==> config.mk <==
export PLATFORM = sky130hd
export DESIGN_NAME = ldtrack_table
export DESIGN_NICKNAME = d
export VERILOG_FILES = /design/src/rtl/ldtrack_pkg.sv /design/src/rtl/ldtrack_slot.sv /design/src/rtl/ldtrack_pick.sv /design/src/rtl/ldtrack_table.sv
export SDC_FILE = /design/constraint.sdc
export NUM_CORES = 2
export LEC_CHECK = 0
export BUFFER_PORTS_ARGS = -buffer_cell sky130_fd_sc_hd__buf_2
export CORE_MARGIN = 2
export CORE_UTILIZATION = 35
export CTS_BUF_LIST = sky130_fd_sc_hd__clkbuf_16
export CTS_CLUSTER_DIAMETER = 30
export DETAILED_ROUTE_END_ITERATION = 10
export PLACE_DENSITY_LB_ADDON = 0.1
export SLEW_MARGIN = 20
export SYNTH_ARGS = -nofsm -noshare
export SYNTH_HDL_FRONTEND = slang
export SYNTH_SLANG_ARGS = --single-unit
export TNS_END_PERCENT = 20
==> constraint.sdc <==
create_clock -name clk -period 10.8 [get_ports clk]
set_input_delay 0.54 -clock clk [delete_from_list [all_inputs] [get_ports clk]]
set_output_delay 0.54 -clock clk [all_outputs]
set_load 0.01 [all_outputs]
==> src/rtl/ldtrack_pkg.sv <==
package ldtrack_pkg;
    localparam int REG_W  = 7;
    localparam int ADDR_W = 64;
    localparam int SIZE_W = 2;

    typedef struct packed {
        logic [REG_W-1:0]  rid;
        logic [ADDR_W-1:0] addr;
        logic [SIZE_W-1:0] lsz;
    } tag_t;

    // Two byte ranges [a, a+2^sa) and [b, b+2^sb) share at least one byte.
    function automatic logic ranges_meet(
        input logic [ADDR_W-1:0] a, input logic [SIZE_W-1:0] sa,
        input logic [ADDR_W-1:0] b, input logic [SIZE_W-1:0] sb);
        logic [ADDR_W:0] a_end;
        logic [ADDR_W:0] b_end;
        a_end = {1'b0, a} + ({{ADDR_W{1'b0}}, 1'b1} << sa);
        b_end = {1'b0, b} + ({{ADDR_W{1'b0}}, 1'b1} << sb);
        return ({1'b0, a} < b_end) && ({1'b0, b} < a_end);
    endfunction
endpackage

==> src/rtl/ldtrack_slot.sv <==
module ldtrack_slot
    import ldtrack_pkg::*;
(
    input  logic              clk,
    input  logic              rst_n,
    input  logic              valid_nxt,
    input  logic              ld_a,
    input  logic              ld_b,
    input  tag_t              tag_a,
    input  tag_t              tag_b,
    input  logic [REG_W-1:0]  chk_rid,
    input  logic [REG_W-1:0]  inv_rid,
    input  logic [REG_W-1:0]  alc_rid,
    input  logic [ADDR_W-1:0] snp_addr,
    input  logic [SIZE_W-1:0] snp_lsz,
    output logic              valid_q,
    output tag_t              tag_q,
    output logic              m_chk,
    output logic              m_inv,
    output logic              m_alc,
    output logic              m_snp
);
    always_ff @(posedge clk) begin
        if (!rst_n) begin
            valid_q <= 1'b0;
            tag_q   <= '0;
        end else begin
            valid_q <= valid_nxt;
            if (ld_b)
                tag_q <= tag_b;
            else if (ld_a)
                tag_q <= tag_a;
        end
    end

    always_comb begin
        m_chk = valid_q && (tag_q.rid == chk_rid);
        m_inv = valid_q && (tag_q.rid == inv_rid);
        m_alc = valid_q && (tag_q.rid == alc_rid);
        m_snp = valid_q && ranges_meet(tag_q.addr, tag_q.lsz, snp_addr, snp_lsz);
    end
endmodule

==> src/rtl/ldtrack_pick.sv <==
module ldtrack_pick #(
    parameter int N  = 8,
    parameter int IW = 3
) (
    input  logic [N-1:0]  live,
    input  logic [N-1:0]  same,
    input  logic [IW-1:0] ptr,
    output logic [N-1:0]  sel_oh,
    output logic          rotate
);
    logic [IW-1:0] idx;
    logic          got_same;
    logic          got_free;

    always_comb begin
        idx      = '0;
        rotate   = 1'b0;
        got_same = 1'b0;
        got_free = 1'b0;
        for (int i = N - 1; i >= 0; i--) begin
            if (same[i]) begin
                idx      = IW'(i);
                got_same = 1'b1;
            end
        end
        if (!got_same) begin
            for (int i = N - 1; i >= 0; i--) begin
                if (!live[i]) begin
                    idx      = IW'(i);
                    got_free = 1'b1;
                end
            end
            if (!got_free) begin
                idx    = ptr;
                rotate = 1'b1;
            end
        end
        sel_oh      = '0;
        sel_oh[idx] = 1'b1;
    end
endmodule

==> src/rtl/ldtrack_table.sv <==
module ldtrack_table
    import ldtrack_pkg::*;
#(
    parameter int NUM_ENTRIES = 8
) (
    input  logic              clk,
    input  logic              rst_n,
    input  logic              force_miss,
    input  logic              alloc_valid,
    input  logic              alloc_defer,
    input  logic [REG_W-1:0]  alloc_rid,
    input  logic [ADDR_W-1:0] alloc_addr,
    input  logic [SIZE_W-1:0] alloc_lsz,
    input  logic              chk_valid,
    input  logic              chk_clear,
    input  logic              chk_nonspec,
    input  logic [REG_W-1:0]  chk_rid,
    input  logic [ADDR_W-1:0] chk_addr,
    input  logic [SIZE_W-1:0] chk_lsz,
    input  logic              snoop_valid,
    input  logic [ADDR_W-1:0] snoop_addr,
    input  logic [SIZE_W-1:0] snoop_lsz,
    input  logic              inv_valid,
    input  logic [REG_W-1:0]  inv_rid,
    output logic              rsp_valid,
    output logic              rsp_skip
);
    localparam int N  = NUM_ENTRIES;
    localparam int IW = (N > 1) ? $clog2(N) : 1;

    function automatic logic [IW-1:0] ptr_inc(input logic [IW-1:0] p);
        return (p == IW'(N - 1)) ? '0 : p + 1'b1;
    endfunction

    logic [N-1:0]          slot_v;
    tag_t [N-1:0]          slot_tag;
    logic [N-1:0]          m_chk, m_inv, m_alc, m_snp;
    logic [N-1:0]          v_nxt, ld_a, ld_b;
    logic [N-1:0]          v1, v2, v3, hit_vec, same_b;
    logic [N-1:0]          a_oh, b_oh;
    logic                  a_rot, b_rot;
    logic                  chk_hit, a_we, b_we, b_purge;
    logic [IW-1:0]         ptr_q, ptr_b, ptr_nxt;
    tag_t                  tag_a, tag_b;

    assign tag_a = '{rid: chk_rid,   addr: chk_addr,   lsz: chk_lsz};
    assign tag_b = '{rid: alloc_rid, addr: alloc_addr, lsz: alloc_lsz};

    genvar g;
    generate
        for (g = 0; g < N; g++) begin : g_slot
            ldtrack_slot u_slot (
                .clk      (clk),
                .rst_n    (rst_n),
                .valid_nxt(v_nxt[g]),
                .ld_a     (ld_a[g]),
                .ld_b     (ld_b[g]),
                .tag_a    (tag_a),
                .tag_b    (tag_b),
                .chk_rid  (chk_rid),
                .inv_rid  (inv_rid),
                .alc_rid  (alloc_rid),
                .snp_addr (snoop_addr),
                .snp_lsz  (snoop_lsz),
                .valid_q  (slot_v[g]),
                .tag_q    (slot_tag[g]),
                .m_chk    (m_chk[g]),
                .m_inv    (m_inv[g]),
                .m_alc    (m_alc[g]),
                .m_snp    (m_snp[g])
            );
        end
    endgenerate

    // Stage 1: snoop and invalidate; stage 2: check lookup and clear.
    always_comb begin
        v1 = slot_v;
        if (snoop_valid) v1 = v1 & ~m_snp;
        if (inv_valid)   v1 = v1 & ~m_inv;
        hit_vec = v1 & m_chk;
        chk_hit = chk_valid && !force_miss && (|hit_vec);
        v2 = v1;
        if (chk_valid && chk_clear && chk_hit) v2 = v1 & ~hit_vec;
        a_we = chk_valid && !chk_clear && !chk_hit && !chk_nonspec;
    end

    ldtrack_pick #(.N(N), .IW(IW)) u_pick_chk (
        .live  (v2),
        .same  (v2 & m_chk),
        .ptr   (ptr_q),
        .sel_oh(a_oh),
        .rotate(a_rot)
    );

    // Stage 3: view of the table after the check's allocation.
    always_comb begin
        v3     = a_we ? (v2 | a_oh) : v2;
        same_b = v2 & m_alc;
        if (a_we) begin
            same_b = same_b & ~a_oh;
            if (chk_rid == alloc_rid) same_b = same_b | a_oh;
        end
        ptr_b = (a_we && a_rot) ? ptr_inc(ptr_q) : ptr_q;
    end

    ldtrack_pick #(.N(N), .IW(IW)) u_pick_alc (
        .live  (v3),
        .same  (same_b),
        .ptr   (ptr_b),
        .sel_oh(b_oh),
        .rotate(b_rot)
    );

    // Stage 4: allocate port records or purges.
    always_comb begin
        b_we    = alloc_valid && !alloc_defer;
        b_purge = alloc_valid && alloc_defer;
        if (b_we)
            v_nxt = v3 | b_oh;
        else if (b_purge)
            v_nxt = v3 & ~same_b;
        else
            v_nxt = v3;
        ld_a    = a_we ? a_oh : '0;
        ld_b    = b_we ? b_oh : '0;
        ptr_nxt = (b_we && b_rot) ? ptr_inc(ptr_b) : ptr_b;
    end

    always_ff @(posedge clk) begin
        if (!rst_n) begin
            ptr_q     <= '0;
            rsp_valid <= 1'b0;
            rsp_skip  <= 1'b0;
        end else begin
            ptr_q     <= ptr_nxt;
            rsp_valid <= chk_valid;
            rsp_skip  <= chk_hit;
        end
    end
endmodule

==> results.yml <==
worst_setup_path:
  cp.required_ns: 11.47
  path_class: "flip-flop to flip-flop"
  crit_path_start_kind: "flip-flop"
  reg2reg_setup_slack_ns: 0.40
  largest_fanout_on_the_critical_path: 13
  worst-r2r-cell-count: 44
  crit_path_max_incr_delay_ns: 0.53
  cpMaxStageDelayCell: "a2111o_1"
  timing.rr.end: "g_slot[3].u_slot.tag_q[32]"
  path_common_cell: "buf_4"
  timing.critical_path.to_type: "flip-flop"
  critical_path_arrival_ns: 11.08
  r2r-start: "g_slot[6].u_slot.tag_q[1]"
logic_synthesis:
  async_flop_share: 0
  yosysWarningCount: 0
  synth_cell_type_count: 99
  synthesis.area_mm2: 0.0663
  ys_ff_latch: 597
  synth-edff-count: 0
  post_synth_inst_count: 8268
  yosys_most_used_dff: "dfxtp_1"
  ys_seq_area_frac: 0.180
  synth.avg_cell_area_um2: 8.02
  synth_fp_nets: 9553
grt:
  maximum_number_of_pins_on_one_net_before_global_route_repair: 180
  grt_first_pass_wirelength_um: 475000
  antenna_found_initial: 13
  gr-usage-all-layers: 0.334
  first_global_vias: 66600
  grt_remaining_overflow: 0
sta:
  max_freq_mhz: 96.1
  post-route-min-period_ns: 10.40
  finalCritPeriodShare: 0.963
  timing_max_transition_violations_final: 0
  finalHoldViolations: 0
  holdWs_ns: 0.0546
  worst_tran_pin_value_ns: 1.24
  setup_violations: 0
  worst_slew_margin_rel: 0.168
  final.setup_skew_ns: 0.0602
final_layout:
  area_growth_pct: 21.8
  nNetsFinal: 10100
  drive_gt1_frac: 0.191
pwr:
  p_leak_uw: 0.0319
  ir_drop_uv: 128
  totalPowerFinal_uw: 10100
  power-per-cell-area_mw_per_mm2: 125
hold_path:
  whs_endpoint: "g_slot[6].u_slot.tag_q[36]"
  hold_class: "input pin to flip-flop"
  worst_hold_path.num_cells: 3
  holdCritStartpoint: "alloc_addr[34]"
clocking:
  number_of_buffers_between_clock_root_and_the_deepest_sink: 3
  cts_made_buffers: 206
  root_buffer: "clkbuf_16"
  insertion_delay_ns: 0.87
  clock_sinks: 597
  tritoncts: "built"
  max_h_tree_level: 4
  cts-hold-fix-buffers: 0
  cts.clk_slew.worst_paths_ns: 0.04
route:
  drt-vias-per-instance: 6.07
  dr_total_vias: 69500
  avgRoutedWirePerCell_um: 29.1
  drt_first_iter_violations: 6122
  routed_wirelength_um: 333000
  firstDrtPassIters: 6
  antenna_left: 0
  drc_errors: 0
job:
  timing.max_cap.violations: 0
placement:
  hpwl_um: 256000
  place.port_buffers: 230
  gp_routability_congestion: 0.970
floorplan:
  io_pins: 231
  die_y_um: 439
  floorplan.die.width_um: 439
  fp-row-count: 159
  initial_utilization: 0.353
  floorplan.core_area_mm2: 0.188
  die_area_mm2: 0.193
outcome:
  run_status: "complete, no violations"
-- through the flow --
stage | setup WS [ns] | instance area, um^2 | util | TNS [ns] | cells
floorplan | 1.98 | 66300 | - | 0 | 8268
CTS | 0.127 | 80400 | 0.428 | 0 | 11400
detailed placement | -0.506 | 73900 | 0.393 | -156.51 | 11100
finish | 0.398 | 80700 | 0.429 | 0 | 11400
global route | -0.0351 | 80700 | 0.429 | -0.136 | 11400
global placement | -0.568 | 73900 | 0.393 | -184.93 | 11100
-- registers in the layout (all words and copies together) (netlist names) --
name	flops
ptr_q	3
g_slot.u_slot.valid_q	8
rsp_skip	1
rsp_valid	1
g_slot.u_slot.tag_q	584
-- layer usage --
metal	vias to the layer above	global-route usage	share of wire
met3	705	0.0501	0.064
met2	2728	0.546	0.46
met4	4	0.169	0.055
li1	32100	-	-
met1	34000	0.426	0.42
met5	-	0	0.000084
-- repair_timing --
item,CTS,global route
pin swaps,0,7
buffers inserted,0,8
gates resized for setup,3,48
endpoints found under the setup margin,151,592
-- worst max path at each step --
stage	slack (ns)	depth (start not counted)	start	to
floorplan	1.98	39	g_slot[3].u_slot.tag_q[1]	g_slot[1].u_slot.tag_q[38]
global placement	-0.57	47	snoop_lsz[1]	g_slot[3].u_slot.tag_q[30]
detailed placement	-0.51	47	snoop_lsz[1]	g_slot[3].u_slot.tag_q[31]
CTS	0.13	46	g_slot[5].u_slot.tag_q[1]	g_slot[3].u_slot.tag_q[32]
global route	-0.04	48	g_slot[4].u_slot.tag_q[1]	g_slot[3].u_slot.tag_q[31]
finish	0.40	44	g_slot[6].u_slot.tag_q[1]	g_slot[3].u_slot.tag_q[32]
-- critical path, delay by kind of cell, from the launching register on --
| kind | cells | cell delay [ns] |
|---|---|---|
| compound gates | 17 | 4.13 |
| fa+ha+maj | 2 | 0.55 |
| simple gates | 15 | 3.49 |
| buf+inv | 9 | 1.43 |
| xor+xnor | 1 | 0.14 |
| flops | 1 | 0.42 |
-- cells in the final DEF, fill, tap and decap left out, types with 81 or more instances in the layout --
cell and count:
nand2_1 463, and3_1 112, inv_1 151, a21oi_1 838, buf_4 485, nand4_1 319
clkbuf_16 207, nand3_1 782, mux2i_1 81, mux2_2 483, nor3_1 97, nor2_1 383
a21o_1 153, xnor2_1 330, buf_12 81, xor2_1 403, o21ai_0 734, dfxtp_1 597
buf_2 230, ha_1 1047
-- cells by family after synthesis --
group                    after synthesis  share of synthesized area
flip-flops                           597                      0.180
AND/OR/NAND/NOR                     2532                      0.194
multiplexers                         564                     0.0943
adder cells (fa/ha/maj)             1056                      0.200
AO/OA/AOI/OAI                       2168                      0.195
XOR/XNOR                             735                     0.0971
buffers and inverters                616                     0.0384
-- synth_stat cells (6+ instances only) --
library cell	count	area share
ha_1	1047	0.20
a21oi_1	839	0.063
nand3_1	785	0.059
o21ai_0	740	0.056
dfxtp_1	597	0.18
mux2_2	483	0.082
nand2_1	464	0.026
xor2_1	405	0.054
nor2_1	396	0.022
xnor2_1	330	0.044
clkbuf_1	329	0.019
nand4_1	319	0.030
buf_2	159	0.012
a21o_1	153	0.017
inv_1	116	0.0066
and3_1	115	0.011
nor3_1	101	0.0076
mux2i_1	81	0.012
and4_1	72	0.0095
a221oi_1	69	0.0091
nor4_1	63	0.0059
a211oi_1	60	0.0068
and2_1	51	0.0048
nor2b_1	47	0.0044
nand2b_1	37	0.0035
o211ai_1	34	0.0039
o21a_1	34	0.0039
a221oi_2	30	0.0068
or3_1	22	0.0021
a31oi_1	21	0.0020
a2111oi_0	17	0.0022
or2_2	17	0.0016
o2111ai_1	13	0.0017
o21bai_1	13	0.0015
or4_1	13	0.0015
o22ai_1	12	0.0011
a211o_1	11	0.0015
a41oi_1	9	0.0012
fa_1	9	0.0027
o31ai_1	9	0.0010
a21boi_0	7	0.00079
a221o_1	7	0.0011
a22oi_1	7	0.00079
a2bb2oi_1	7	0.00093
a311oi_1	6	0.00079
-- area by class of cell --
class	count	area, um^2
sequential	597	12000
fill	19000	107000
inverter	118	454
clock inverter	174	1370
timing repair buffer	799	6460
tap	2495	3120
multi-input combinational	7055	52200
antenna	4	10.0
clock buffer	207	5180
-- report_power, final --
part / switching (uW) / total (uW) / leakage [uW] / internal (uW)
sequential: 117 / 2390 / 0.00482 / 2280
clock: 1810 / 5600 / 0.00338 / 3790
combinational: 1340 / 2060 / 0.0237 / 720
total: 3270 / 10100 / 0.0319 / 6790
Power figures use the tool's default switching activity.
